<file path="src/rtl/serdac_pkg.sv">
package serdac_pkg;

    localparam int unsigned SAMPLE_W      = 16;
    localparam int unsigned COPIES        = 2;
    localparam int unsigned FRAME_STROBES = 64;

    // per-cycle action shared by all datapath stages
    typedef enum logic [1:0] {
        ACT_HOLD  = 2'd0,
        ACT_LOAD  = 2'd1,
        ACT_SHIFT = 2'd2,
        ACT_MUTE  = 2'd3
    } act_e;

    // load beats strobe; a strobe after the last bit mutes the line
    function automatic act_e pick_act(input logic load, input logic strobe,
                                      input logic finished);
        if (load)
            return ACT_LOAD;
        if (strobe)
            return finished ? ACT_MUTE : ACT_SHIFT;
        return ACT_HOLD;
    endfunction

endpackage

</file>
<file path="src/rtl/serdac_count.sv">
module serdac_count
    import serdac_pkg::*;
#(
    parameter int unsigned TOTAL = 32,
    localparam int unsigned CW   = $clog2(TOTAL + 1)
) (
    input  logic          clk,
    input  logic          rst,
    input  act_e          act_i,
    output logic [CW-1:0] pos_o,
    output logic          finished_o
);

    logic [CW-1:0] pos_q;

    always_ff @(posedge clk) begin
        if (rst) begin
            pos_q <= CW'(TOTAL);
        end else begin
            unique case (act_i)
                ACT_LOAD:  pos_q <= CW'(1);
                ACT_SHIFT: pos_q <= pos_q + CW'(1);
                default:   pos_q <= pos_q;
            endcase
        end
    end

    assign pos_o      = pos_q;
    assign finished_o = (pos_q == CW'(TOTAL));


    pos_cap_chk: assert property (@(posedge clk) disable iff (rst)
        pos_q <= CW'(TOTAL));

endmodule

</file>
<file path="src/rtl/serdac_rotor.sv">
module serdac_rotor
    import serdac_pkg::*;
#(
    parameter int unsigned W = 16
) (
    input  logic         clk,
    input  logic         rst,
    input  act_e         act_i,
    input  logic [W-1:0] word_i,
    output logic         head_o
);

    logic [W-1:0] ring_q;
    logic [W-1:0] ring_rot;
    logic [W-1:0] word_rot;

    // rotate left by one: bit i takes bit i-1, bit 0 takes the top bit
    for (genvar i = 0; i < W; i++) begin : g_rot
        assign ring_rot[i] = ring_q[(i + W - 1) % W];
        assign word_rot[i] = word_i[(i + W - 1) % W];
    end

    always_ff @(posedge clk) begin
        if (rst) begin
            ring_q <= '0;
        end else begin
            unique case (act_i)
                ACT_LOAD:  ring_q <= word_rot;
                ACT_SHIFT: ring_q <= ring_rot;
                default:   ring_q <= ring_q;
            endcase
        end
    end

    assign head_o = ring_q[W-1];

endmodule

</file>
<file path="src/rtl/serdac_drive.sv">
module serdac_drive
    import serdac_pkg::*;
#(
    parameter int unsigned W = 16
) (
    input  logic clk,
    input  logic rst,
    input  act_e act_i,
    input  logic msb_i,
    input  logic head_i,
    output logic line_o
);

    logic line_q;

    always_ff @(posedge clk) begin
        if (rst) begin
            line_q <= 1'b0;
        end else begin
            unique case (act_i)
                ACT_LOAD:  line_q <= msb_i;
                ACT_SHIFT: line_q <= head_i;
                ACT_MUTE:  line_q <= 1'b0;
                default:   line_q <= line_q;
            endcase
        end
    end

    assign line_o = line_q;

endmodule

</file>
<file path="src/rtl/serdac_tx.sv">
module serdac_tx
    import serdac_pkg::*;
#(
    parameter int unsigned W      = SAMPLE_W,
    parameter int unsigned NCOPY  = COPIES,
    localparam int unsigned TOTAL = W * NCOPY,
    localparam int unsigned CW    = $clog2(TOTAL + 1)
) (
    input  logic         clk,
    input  logic         rst,
    input  logic         frame_load_i,
    input  logic         bit_strobe_i,
    input  logic [W-1:0] sample_i,
    output logic         sdata_o
);

    act_e          act;
    logic [CW-1:0] pos;
    logic          finished;
    logic          head;

    assign act = pick_act(frame_load_i, bit_strobe_i, finished);

    serdac_count #(.TOTAL(TOTAL)) u_count (
        .clk        (clk),
        .rst        (rst),
        .act_i      (act),
        .pos_o      (pos),
        .finished_o (finished)
    );

    serdac_rotor #(.W(W)) u_rotor (
        .clk    (clk),
        .rst    (rst),
        .act_i  (act),
        .word_i (sample_i),
        .head_o (head)
    );

    serdac_drive #(.W(W)) u_drive (
        .clk    (clk),
        .rst    (rst),
        .act_i  (act),
        .msb_i  (sample_i[W-1]),
        .head_i (head),
        .line_o (sdata_o)
    );


    load_msb_chk: assert property (@(posedge clk) disable iff (rst)
        frame_load_i |=> (sdata_o == $past(sample_i[W-1])) && (pos == CW'(1)));


    idle_hold_chk: assert property (@(posedge clk) disable iff (rst)
        (!frame_load_i && !bit_strobe_i) |=> ($stable(sdata_o) && $stable(pos)));


    advance_chk: assert property (@(posedge clk) disable iff (rst)
        (bit_strobe_i && !frame_load_i && !finished) |=> (pos == $past(pos) + CW'(1)));


    tail_zero_chk: assert property (@(posedge clk) disable iff (rst)
        (bit_strobe_i && !frame_load_i && finished) |=> !sdata_o);

endmodule

</file>
<file path="config.mk">
export PLATFORM = sky130hd
export DESIGN_NAME = serdac_tx
export DESIGN_NICKNAME = d
export VERILOG_FILES = /design/src/rtl/serdac_pkg.sv /design/src/rtl/serdac_count.sv /design/src/rtl/serdac_rotor.sv /design/src/rtl/serdac_drive.sv /design/src/rtl/serdac_tx.sv
export SDC_FILE = /design/constraint.sdc
export NUM_CORES = 1
export LEC_CHECK = 0
export BUFFER_PORTS_ARGS = -buffer_cell sky130_fd_sc_hd__buf_2
export CAP_MARGIN = 10
export CORE_ASPECT_RATIO = 0.6
export CORE_MARGIN = 5
export CORE_UTILIZATION = 40
export DETAILED_ROUTE_END_ITERATION = 10
export GPL_TIMING_DRIVEN = 0
export RECOVER_POWER = 100
export SETUP_SLACK_MARGIN = 0.1
export SLEW_MARGIN = 40
export SYNTH_ARGS = -nofsm -noshare
export SYNTH_HDL_FRONTEND = slang
export SYNTH_SLANG_ARGS = --single-unit
</file>
<file path="constraint.sdc">
create_clock -name clk -period 3.44 [get_ports clk]
set_input_delay 0.688 -clock clk [delete_from_list [all_inputs] [get_ports clk]]
set_output_delay 0.688 -clock clk [all_outputs]
set_load 0.01 [all_outputs]
</file>
==> results of run 1 <==
## flip-flops by register name (all words and copies together) (netlist names)
| register | cells |
|---|---|
| u_count.pos_o | 6 |
| u_drive.line_o | 1 |
| u_rotor.ring_q | 16 |
## cell type report
class,instances,share of cell area
Multi-Input combinational cell,82,0.479
Sequential cell,23,0.340
Timing Repair Buffer,20,0.0731
Tap cell,42,0.0389
Clock buffer,4,0.0333
Buffer,7,0.0268
Inverter,3,0.00833
## cell usage in the layout, fill, tap and decap left out, drive strengths merged
| master | Yosys | routed |
|---|---|---|
| xnor2 | 1 | 1 |
| o21bai | 1 | 1 |
| a31oi | 1 | 1 |
| mux2i | 17 | 17 |
| or4b | 1 | 1 |
| nand4b | 2 | 2 |
| buf | 6 | 23 |
| and3 | 1 | 1 |
| nor4b | 1 | 1 |
| inv | 3 | 3 |
| a211oi | 2 | 2 |
| nor2 | 22 | 22 |
| xor2 | 2 | 2 |
| ha | 5 | 5 |
| mux2 | 16 | 16 |
| a21oi | 1 | 1 |
| nand2 | 3 | 3 |
| nor2b | 3 | 3 |
| dfxtp | 23 | 23 |
| and4b | 1 | 1 |
| clkbuf | 1 | 8 |
| nor3 | 2 | 2 |
## power by group through the flow
| stage | Combinational, mW | Sequential [mW] | Clock (mW) |
|---|---|---|---|
| 2_1_floorplan | 0.0925 | 0.306 | 0 |
| 3_3_place_gp | 0.117 | 0.308 | 0 |
| 3_5_place_dp | 0.121 | 0.309 | 0 |
| 4_1_cts | 0.122 | 0.303 | 0.173 |
| 5_1_grt | 0.134 | 0.305 | 0.178 |
| 6_report | 0.119 | 0.302 | 0.166 |
## worst min-delay path: cells and delay by family (launching register included)
family / cells / cell delay (ns)
flip-flops: 1 / 0.33
multiplexers: 1 / 0.06
AND/OR/NAND/NOR: 1 / 0.07
## routing by layer
layer | share of wire | GRT usage | up-vias | wire (um)
li1 | - | - | 446 | -
met1 | 0.49 | 0.142 | 391 | 1040
met2 | 0.45 | 0.190 | 16 | 964
met3 | 0.060 | 0.0519 | 2 | 129
met4 | 0.0033 | 0.00843 | 0 | 7
met5 | 0 | 0 | - | 0
## through the flow
step / setup WS [ns] / util
global route: 0.663 / 0.477
global placement: 1.02 / 0.468
CTS: 1.02 / 0.484
finish: 0.884 / 0.477
floorplan: 1.21 / -
detailed placement: 0.983 / 0.468
## cells by family (layout without fill, tap and decap cells)
| family | count (synthesis) | count (layout) | synth area share |
|---|---|---|---|
| mux | 33 | 33 | 0.299 |
| flops | 23 | 23 | 0.392 |
| compound gates | 5 | 5 | 0.0288 |
| simple gates | 36 | 36 | 0.162 |
| fa+ha+maj | 5 | 5 | 0.0533 |
| xor+xnor | 3 | 3 | 0.0224 |
| buf+inv | 10 | 34 | 0.0426 |
## worst max path at each step
| stage | slack [ns] | startpoint | endpoint |
|---|---|---|---|
| final | 0.88 | u_count.pos_o[0]$_SDFFE_PP0P_ | u_rotor.ring_q[11]$_SDFFE_PP0P_ |
| after global routing | 0.66 | u_count.pos_o[0]$_SDFFE_PP0P_ | u_rotor.ring_q[8]$_SDFFE_PP0P_ |
| after detailed placement | 0.98 | frame_load_i | u_rotor.ring_q[11]$_SDFFE_PP0P_ |
| after CTS | 1.02 | u_count.pos_o[0]$_SDFFE_PP0P_ | u_rotor.ring_q[11]$_SDFFE_PP0P_ |
| after global placement | 1.02 | frame_load_i | u_rotor.ring_q[6]$_SDFFE_PP0P_ |
| after floorplan | 1.21 | frame_load_i | u_count.pos_o[5]$_SDFFE_PP1P_ |
==> results by group, run 1 <==
STA
  • Max-slew violations: 0
  • Minimum clock period: between 2 and 3 ns
  • TNS Setup: 0 ns
  • Worst Hold Slack: ~0.5 ns
  • Clock skew: ~0.0060 ns
  • Setup violations, final: 0
  • RSZ-0062 raised after global routing: no
  • Maximum clock rate: ~0.39 GHz
  • Final period util: 0.743
  • Worst slew margin: 0.570
  • Endpoints failing hold: 0
  • Tightest Pin Transition: around 0.64 ns

Critical path
  • Crit-path cells: inv_1, ha_1, a31oi_1, ha_1, clkbuf_1, buf_2, mux2_2, mux2i_1, nor2_1
  • CP Data Required Time: around 3.6 ns
  • Slowest stage cell, crit path: dfxtp_1
  • Crit path launch type: flop
  • Reg2Reg Depth: 9
  • RR Endpoint: u_rotor.ring_q[11]$_SDFFE_PP0P_
  • Max stage delay on crit path: 0.39 ns
  • CP Data Arrival Time: roughly 2.7 ns
  • Critical Path Sink Type: flop
  • R2R setup slack: between 0.8 and 0.9 ns
  • Top delay family on crit path: buffers and inverters
  • CP max FO: 10
  • CP bufs+invs: 3
  • Setup Crit Path Kind: flop to flop
  • RR Startpoint: u_count.pos_o[0]$_SDFFE_PP0P_
  • Crit path depth: 9
  • Crit-path most repeated cell: ha_1

Routing
  • Via Count: roughly 860
  • Pre-antenna DRT Iters: 4
  • Final wirelength: 2.14 mm
  • Per-cell routed wire length: 11.8 um
  • DR iter-0 viols: 28
  • Via density: ~4.7
  • DRC viols: 0
  • Antenna viol nets, final: 0

Layout
  • Inserted Diodes: 0
  • Area of the multi-input gates: roughly 650 sq um
  • Area Growth Syn to Fin: 15.2%
  • NumNets Final: 165
  • Cell Count, Final, Fillers Out: around 180
  • Fillcell total: between 200 and 300
  • Register area: 460 sq um
  • Layout cells sized above 1: 0.295
  • Finished Cell Area: 1350 sq um

Clock network
  • CTS root buffer: clkbuf_8
  • CTS Buf Count: 3
  • Sink Count: 23
  • TritonCTS clock tree: done
  • Clock transition at path regs: 0.08 ns
  • H-tree depth: 1
  • Hold-fix buffer count after cts: 0
  • Max clock buf depth: 2
  • Post-cts gate resize count: 0
  • Post-CTS setup repair buffer count: 0
  • Worst skew pair latency: about 0.26 ns

Placement
  • Final Wtd Congestion: just over 0.7
  • Post-DP HPWL: about 1.6 mm
  • Number of I/O port buffers: 20
  • Placed Area: roughly 1300 sq um
  • Placed cell count: 177

Floorplan
  • Die width: roughly 80 um
  • Ports: 21
  • DIE AREA: 4150 sq um
  • Core Area: approximately 2800 sq um
  • Die height: between 50 and 60 um
  • Initial Util: 0.414
  • Row count: 15

Pwr
  • Seq pwr share: 0.515
  • Power Internal: ~0.44 mW
  • Lkg Pwr: slightly below 0.6 nW
  • Power Density: approximately 430 nW/um^2
  • Clock share of power: 0.283
  • Switch share: 0.257
  • Comb pwr share: 0.202
  • Sw Pwr: 0.150 mW
  • VDD IR-drop max: ~180 uV
  • Design Power: roughly 0.6 mW

Synth
  • Mean Syn Cell Area: 10.2 sq um
  • Seq/Total Area, Yosys: 0.392
  • Post-synth top flop: dfxtp_1
  • Yosys top cell area share: 0.392
  • EDFF count, synth: 0
  • Commonest cells post-synth: dfxtp_1, nor2_1, mux2i_1
  • Mapped cell area: 1170 sq um
  • Post-synthesis register bit count: 23
  • Yosys warns: 0
  • Syn Nets: 140
  • Top-count cell post-synth: dfxtp_1
  • Largest area contributor in the netlist: dfxtp_1
  • Cells after Synth: around 120
  • Synth area leaders: dfxtp_1, mux2_2, mux2i_1
  • Post-synthesis cell type count: 25
  • Async SR Flop Fraction: 0

Worst hold path
  • Hold Crit Depth: 2
  • Worst hold path startpoint: u_rotor.ring_q[7]$_SDFFE_PP0P_
  • Worst Hold Class: flop to flop
  • WHS Endpoint: u_rotor.ring_q[7]$_SDFFE_PP0P_

GRT
  • Largest net degree at the start of global routing: 13
  • Global-route wire length before repair: ~3.7 mm
  • Vias in the first global route: approximately 900
  • Initial antenna violation count: 0
  • GRT Util Overall: 0.114
  • Remaining Overflow, GRT: 0

Run
  • Max-Cap Viols: 0

Outcome
  • Outcome: completed
No activity file was read; power rests on OpenSTA's default activity.
==> inputs of run 2 (changes only) <==
Settings changed: ABC_AREA from default to 1.
Clock period 3.44 ns to 2.6 ns, I/O delays scaled along.
==> run 2 against run 1 <==
  * Sequential power grew 35%
  * Flip-flop and latch count is the same
  * Design area grew 8.0%
  * Count of clock-buffer cells in the layout is the same
  * Clock power grew 34%
  * Highest routed layer unchanged
  * Combinational power grew 63%
  * Routed wire length grew 21%
  * Area after synthesis grew 9.4%
  * Non-clock buffer count grew 2
  * First-iteration DRC count grew 110%
  * Power grew 41%
  * Sequential share of layout area shrank 2.5 points
==> results by group, run 2 <==
Synth
  • Largest area contributor in the netlist: dfxtp_1
  • Seq/Total Area, Yosys: 0.359 (-0.0336)
  • Post-synth top flop: dfxtp_1
  • Async SR Flop Fraction: 0 (unchanged)
  • Mean Syn Cell Area: 6.76 sq um (-34%)
  • Mapped cell area: 1280 sq um (+9.4%)
  • Yosys top cell area share: 0.359 (-0.0336)
  • Post-synthesis register bit count: 23 (unchanged)
  • Post-synthesis cell type count: 21 (-16%)
  • Synth area leaders: dfxtp_1, inv_1, a21oi_1
  • EDFF count, synth: 0 (unchanged)
  • Syn Nets: 215 (+54%)
  • Commonest cells post-synth: inv_1, a21oi_1, nor2_1
  • Top-count cell post-synth: inv_1
  • Yosys warns: 0 (unchanged)
  • Cells after Synth: 190 (+65%)

Layout
  • Max reg flops: 16 (unchanged)
  • Layout cells sized above 1: 0.155 (-0.140)
  • Register area: 460 sq um (unchanged)
  • Biggest register: u_rotor.ring_q
  • Inserted Diodes: 0 (unchanged)
  • Area Growth Syn to Fin: 13.7%
  • Most common cell after layout, fill and taps aside: inv_1
  • Cell Count, Final, Fillers Out: 255 (+41%)
  • Area of the multi-input gates: 544 sq um (-16%)
  • NumNets Final: 239 (+45%)
  • Most frequent cells in the layout: inv_1, a21oi_1, nor2_1, dfxtp_1, buf_2
  • Fillcell total: 333 (+15%)

STA
  • Worst slew margin: 0.715 (+0.145)
  • Endpoints failing hold: 0 (unchanged)
  • Clock skew: 0.00303 ns (-0.00298 ns)
  • RSZ-0062 raised after global routing: no
  • Max-slew violations: 0 (unchanged)
  • TNS Setup: 0 ns (unchanged)
  • Final period util: 0.814 (+0.0707)
  • Minimum clock period: 2.12 ns (-0.440 ns)
  • Tightest Pin Transition: 0.427 ns (-0.218 ns)
  • Fin worst setup slack: 0.484 ns (-0.400 ns)
  • Worst Hold Slack: 0.517 ns (+0.0198 ns)
  • Setup violations, final: 0 (unchanged)
  • Maximum clock rate: 0.473 GHz (+21%)

GRT
  • Global-route wire length before repair: 4.34 mm (+18%)
  • Vias in the first global route: 986 (+12%)
  • Met3 layer usage reported by global route: 0.0398 (-0.0121)
  • Met2 usage in global routing: 0.181 (-0.00871)
  • Largest net degree at the start of global routing: 13 (unchanged)
  • Remaining Overflow, GRT: 0 (unchanged)
  • GRT Util Overall: 0.123 (+0.00887)
  • Met1 Resource Use GR: 0.173 (+0.0313)
  • Most Used Layer, Global Route: met2
  • Initial antenna violation count: 0 (unchanged)

Critical path
  • Setup Crit Path Kind: flop to flop
  • Crit-path cells: inv_1, ha_1, nand4_1, o21ai_0, inv_1, ha_1, buf_6, clkbuf_1, a21oi_1, o21ai_0, inv_1
  • Critical Path Sink Type: flop
  • Reg2Reg Depth: 11 (+2)
  • CP Data Arrival Time: 2.27 ns (-0.42 ns)
  • CP Data Required Time: 2.76 ns (-0.82 ns)
  • Max stage delay on crit path: 0.35 ns (-0.04 ns)
  • Slowest stage cell, crit path: dfxtp_1
  • CP max FO: 10 (unchanged)
  • RR Startpoint: u_count.pos_o[0]$_SDFFE_PP0P_
  • RR Endpoint: u_rotor.ring_q[10]$_SDFFE_PP0P_
  • R2R setup slack: 0.48 ns (-0.40 ns)
  • Crit-path most repeated cell: inv_1
  • Crit path launch type: flop

Floorplan
  • Die width: 83.1 um (+4.0%)
  • Die height: 53.9 um (+3.7%)
  • Row count: 15 (unchanged)
  • DIE AREA: 4480 sq um (+7.9%)
  • Ports: 21 (unchanged)
  • Initial Util: 0.433 (+0.0188)
  • Core Area: 2970 sq um (+4.6%)

Clock network
  • Post-CTS setup repair buffer count: 0 (unchanged)
  • H-tree depth: 1 (unchanged)
  • CTS root buffer: clkbuf_8
  • CTS Buf Count: 3 (unchanged)
  • Sink Count: 23 (unchanged)
  • Hold-fix buffer count after cts: 0 (unchanged)
  • TritonCTS clock tree: done
  • Clock transition at path regs: 0.08 ns (about the same)
  • Post-cts gate resize count: 0 (unchanged)
  • Max clock buf depth: 2 (unchanged)
  • Worst skew pair latency: 0.26 ns (about the same)

Routing
  • Via Count: 1152 (+35%)
  • Final wirelength: 2.60 mm (+21%)
  • Antenna viol nets, final: 0 (unchanged)
  • DRC viols: 0 (unchanged)
  • DR iter-0 viols: 60 (+110%)
  • Per-cell routed wire length: 10.2 um (-14%)
  • Via density: 4.52 (-4.4%)
  • Pre-antenna DRT Iters: 4 (unchanged)

Placement
  • Placed cell count: 251 (+42%)
  • Post-DP HPWL: 2.00 mm (+21%)
  • Final Wtd Congestion: 0.799 (+12%)
  • Pre-CTS worst setup slack: 0.669 ns (-0.314 ns)
  • Number of I/O port buffers: 19 (-5.0%)

Pwr
  • Lkg Pwr: 0.793 nW (+33%)
  • Power Density: 564 nW/um^2 (+30%)
  • Design Power: 0.823 mW (+41%)
  • VDD IR-drop max: 250 uV (+39%)

Worst hold path
  • Worst Hold Class: flop to flop
  • Worst hold path startpoint: u_count.pos_o[1]$_SDFFE_PP0P_
  • WHS Endpoint: u_count.pos_o[1]$_SDFFE_PP0P_
  • Hold Crit Depth: 2 (unchanged)

Outcome
  • Outcome: completed

Run
  • Max-Cap Viols: 0 (unchanged)
run 2: cell types whose count changed after synthesis, moves of 3 or more:
| cell | change |
|---|---|
| nand3_1 | +5 |
| mux2i_1 | -17 |
| a21oi_1 | +29 |
| o21ai_0 | +8 |
| inv_1 | +43 |
| nand2_1 | +11 |
| mux2_2 | -16 |
| nor2b_1 | -3 |
| buf_6 | +4 |
| o21ai_1 | +12 |
run 2: worst max-delay path, delay by kind of cell (launching register included):
kind,cells,cell delay (ns)
DFF,1,0.35
adders and majority gates,2,0.48
buffers and inverters,5,0.72
and+or+nand+nor,1,0.09
AOI/OAI and AO/OA,3,0.37
run 2: how the worst max path moves through the flow:
stage / startpoint / endpoint / slack, ns / cells after the start
detailed placement: bit_strobe_i / u_count.pos_o[5]$_SDFFE_PP1P_ / 0.67 / 12
CTS: u_count.pos_o[0]$_SDFFE_PP0P_ / u_count.pos_o[5]$_SDFFE_PP1P_ / 0.66 / 13
global route: u_count.pos_o[0]$_SDFFE_PP0P_ / u_rotor.ring_q[11]$_SDFFE_PP0P_ / 0.24 / 11
floorplan: u_count.pos_o[0]$_SDFFE_PP0P_ / u_count.pos_o[5]$_SDFFE_PP1P_ / 0.86 / 13
finish: u_count.pos_o[0]$_SDFFE_PP0P_ / u_rotor.ring_q[10]$_SDFFE_PP0P_ / 0.48 / 11
global placement: bit_strobe_i / u_count.pos_o[5]$_SDFFE_PP1P_ / 0.67 / 12
run 2: per-layer routing:
layer	wire, um	up-vias
met5	0	-
met4	23	0
met3	118	4
met2	993	30
met1	1460	491
li1	-	627
run 2: where the power goes:
group          leakage, nW  internal, mW  switching, mW  total, mW
sequential           0.191         0.392         0.0146      0.407
combinational        0.579        0.0780          0.116      0.194
clock               0.0228         0.109          0.113      0.222
total                0.793         0.579          0.244      0.823
run 2: metrics by stage:
| stage | utilization | area (sq um) |
|---|---|---|
| 3_5_place_dp | 0.483 | 1430 |
| 3_3_place_gp | 0.483 | 1430 |
| 6_report | 0.492 | 1460 |
| 5_1_grt | 0.492 | 1460 |
| 4_1_cts | 0.498 | 1480 |
| 2_1_floorplan | - | 1280 |
run 2: cells by family (layout without fill, tap and decap cells):
kind of cell,after synthesis,count (layout),synth area share
buffers and inverters,58,81,0.208
AND/OR/NAND/NOR,53,53,0.184
AO/OA/AOI/OAI,51,51,0.201
flip-flops,23,23,0.359
adder cells (fa/ha/maj),5,5,0.0487
run 2: area by class of cell:
cell class,count,share of cell area
sequential,23,0.315
buffer,10,0.0540
tap,42,0.0360
inverter,48,0.127
clock buffer,4,0.0308
multi-input combinational,109,0.373
timing repair buffer,19,0.0643
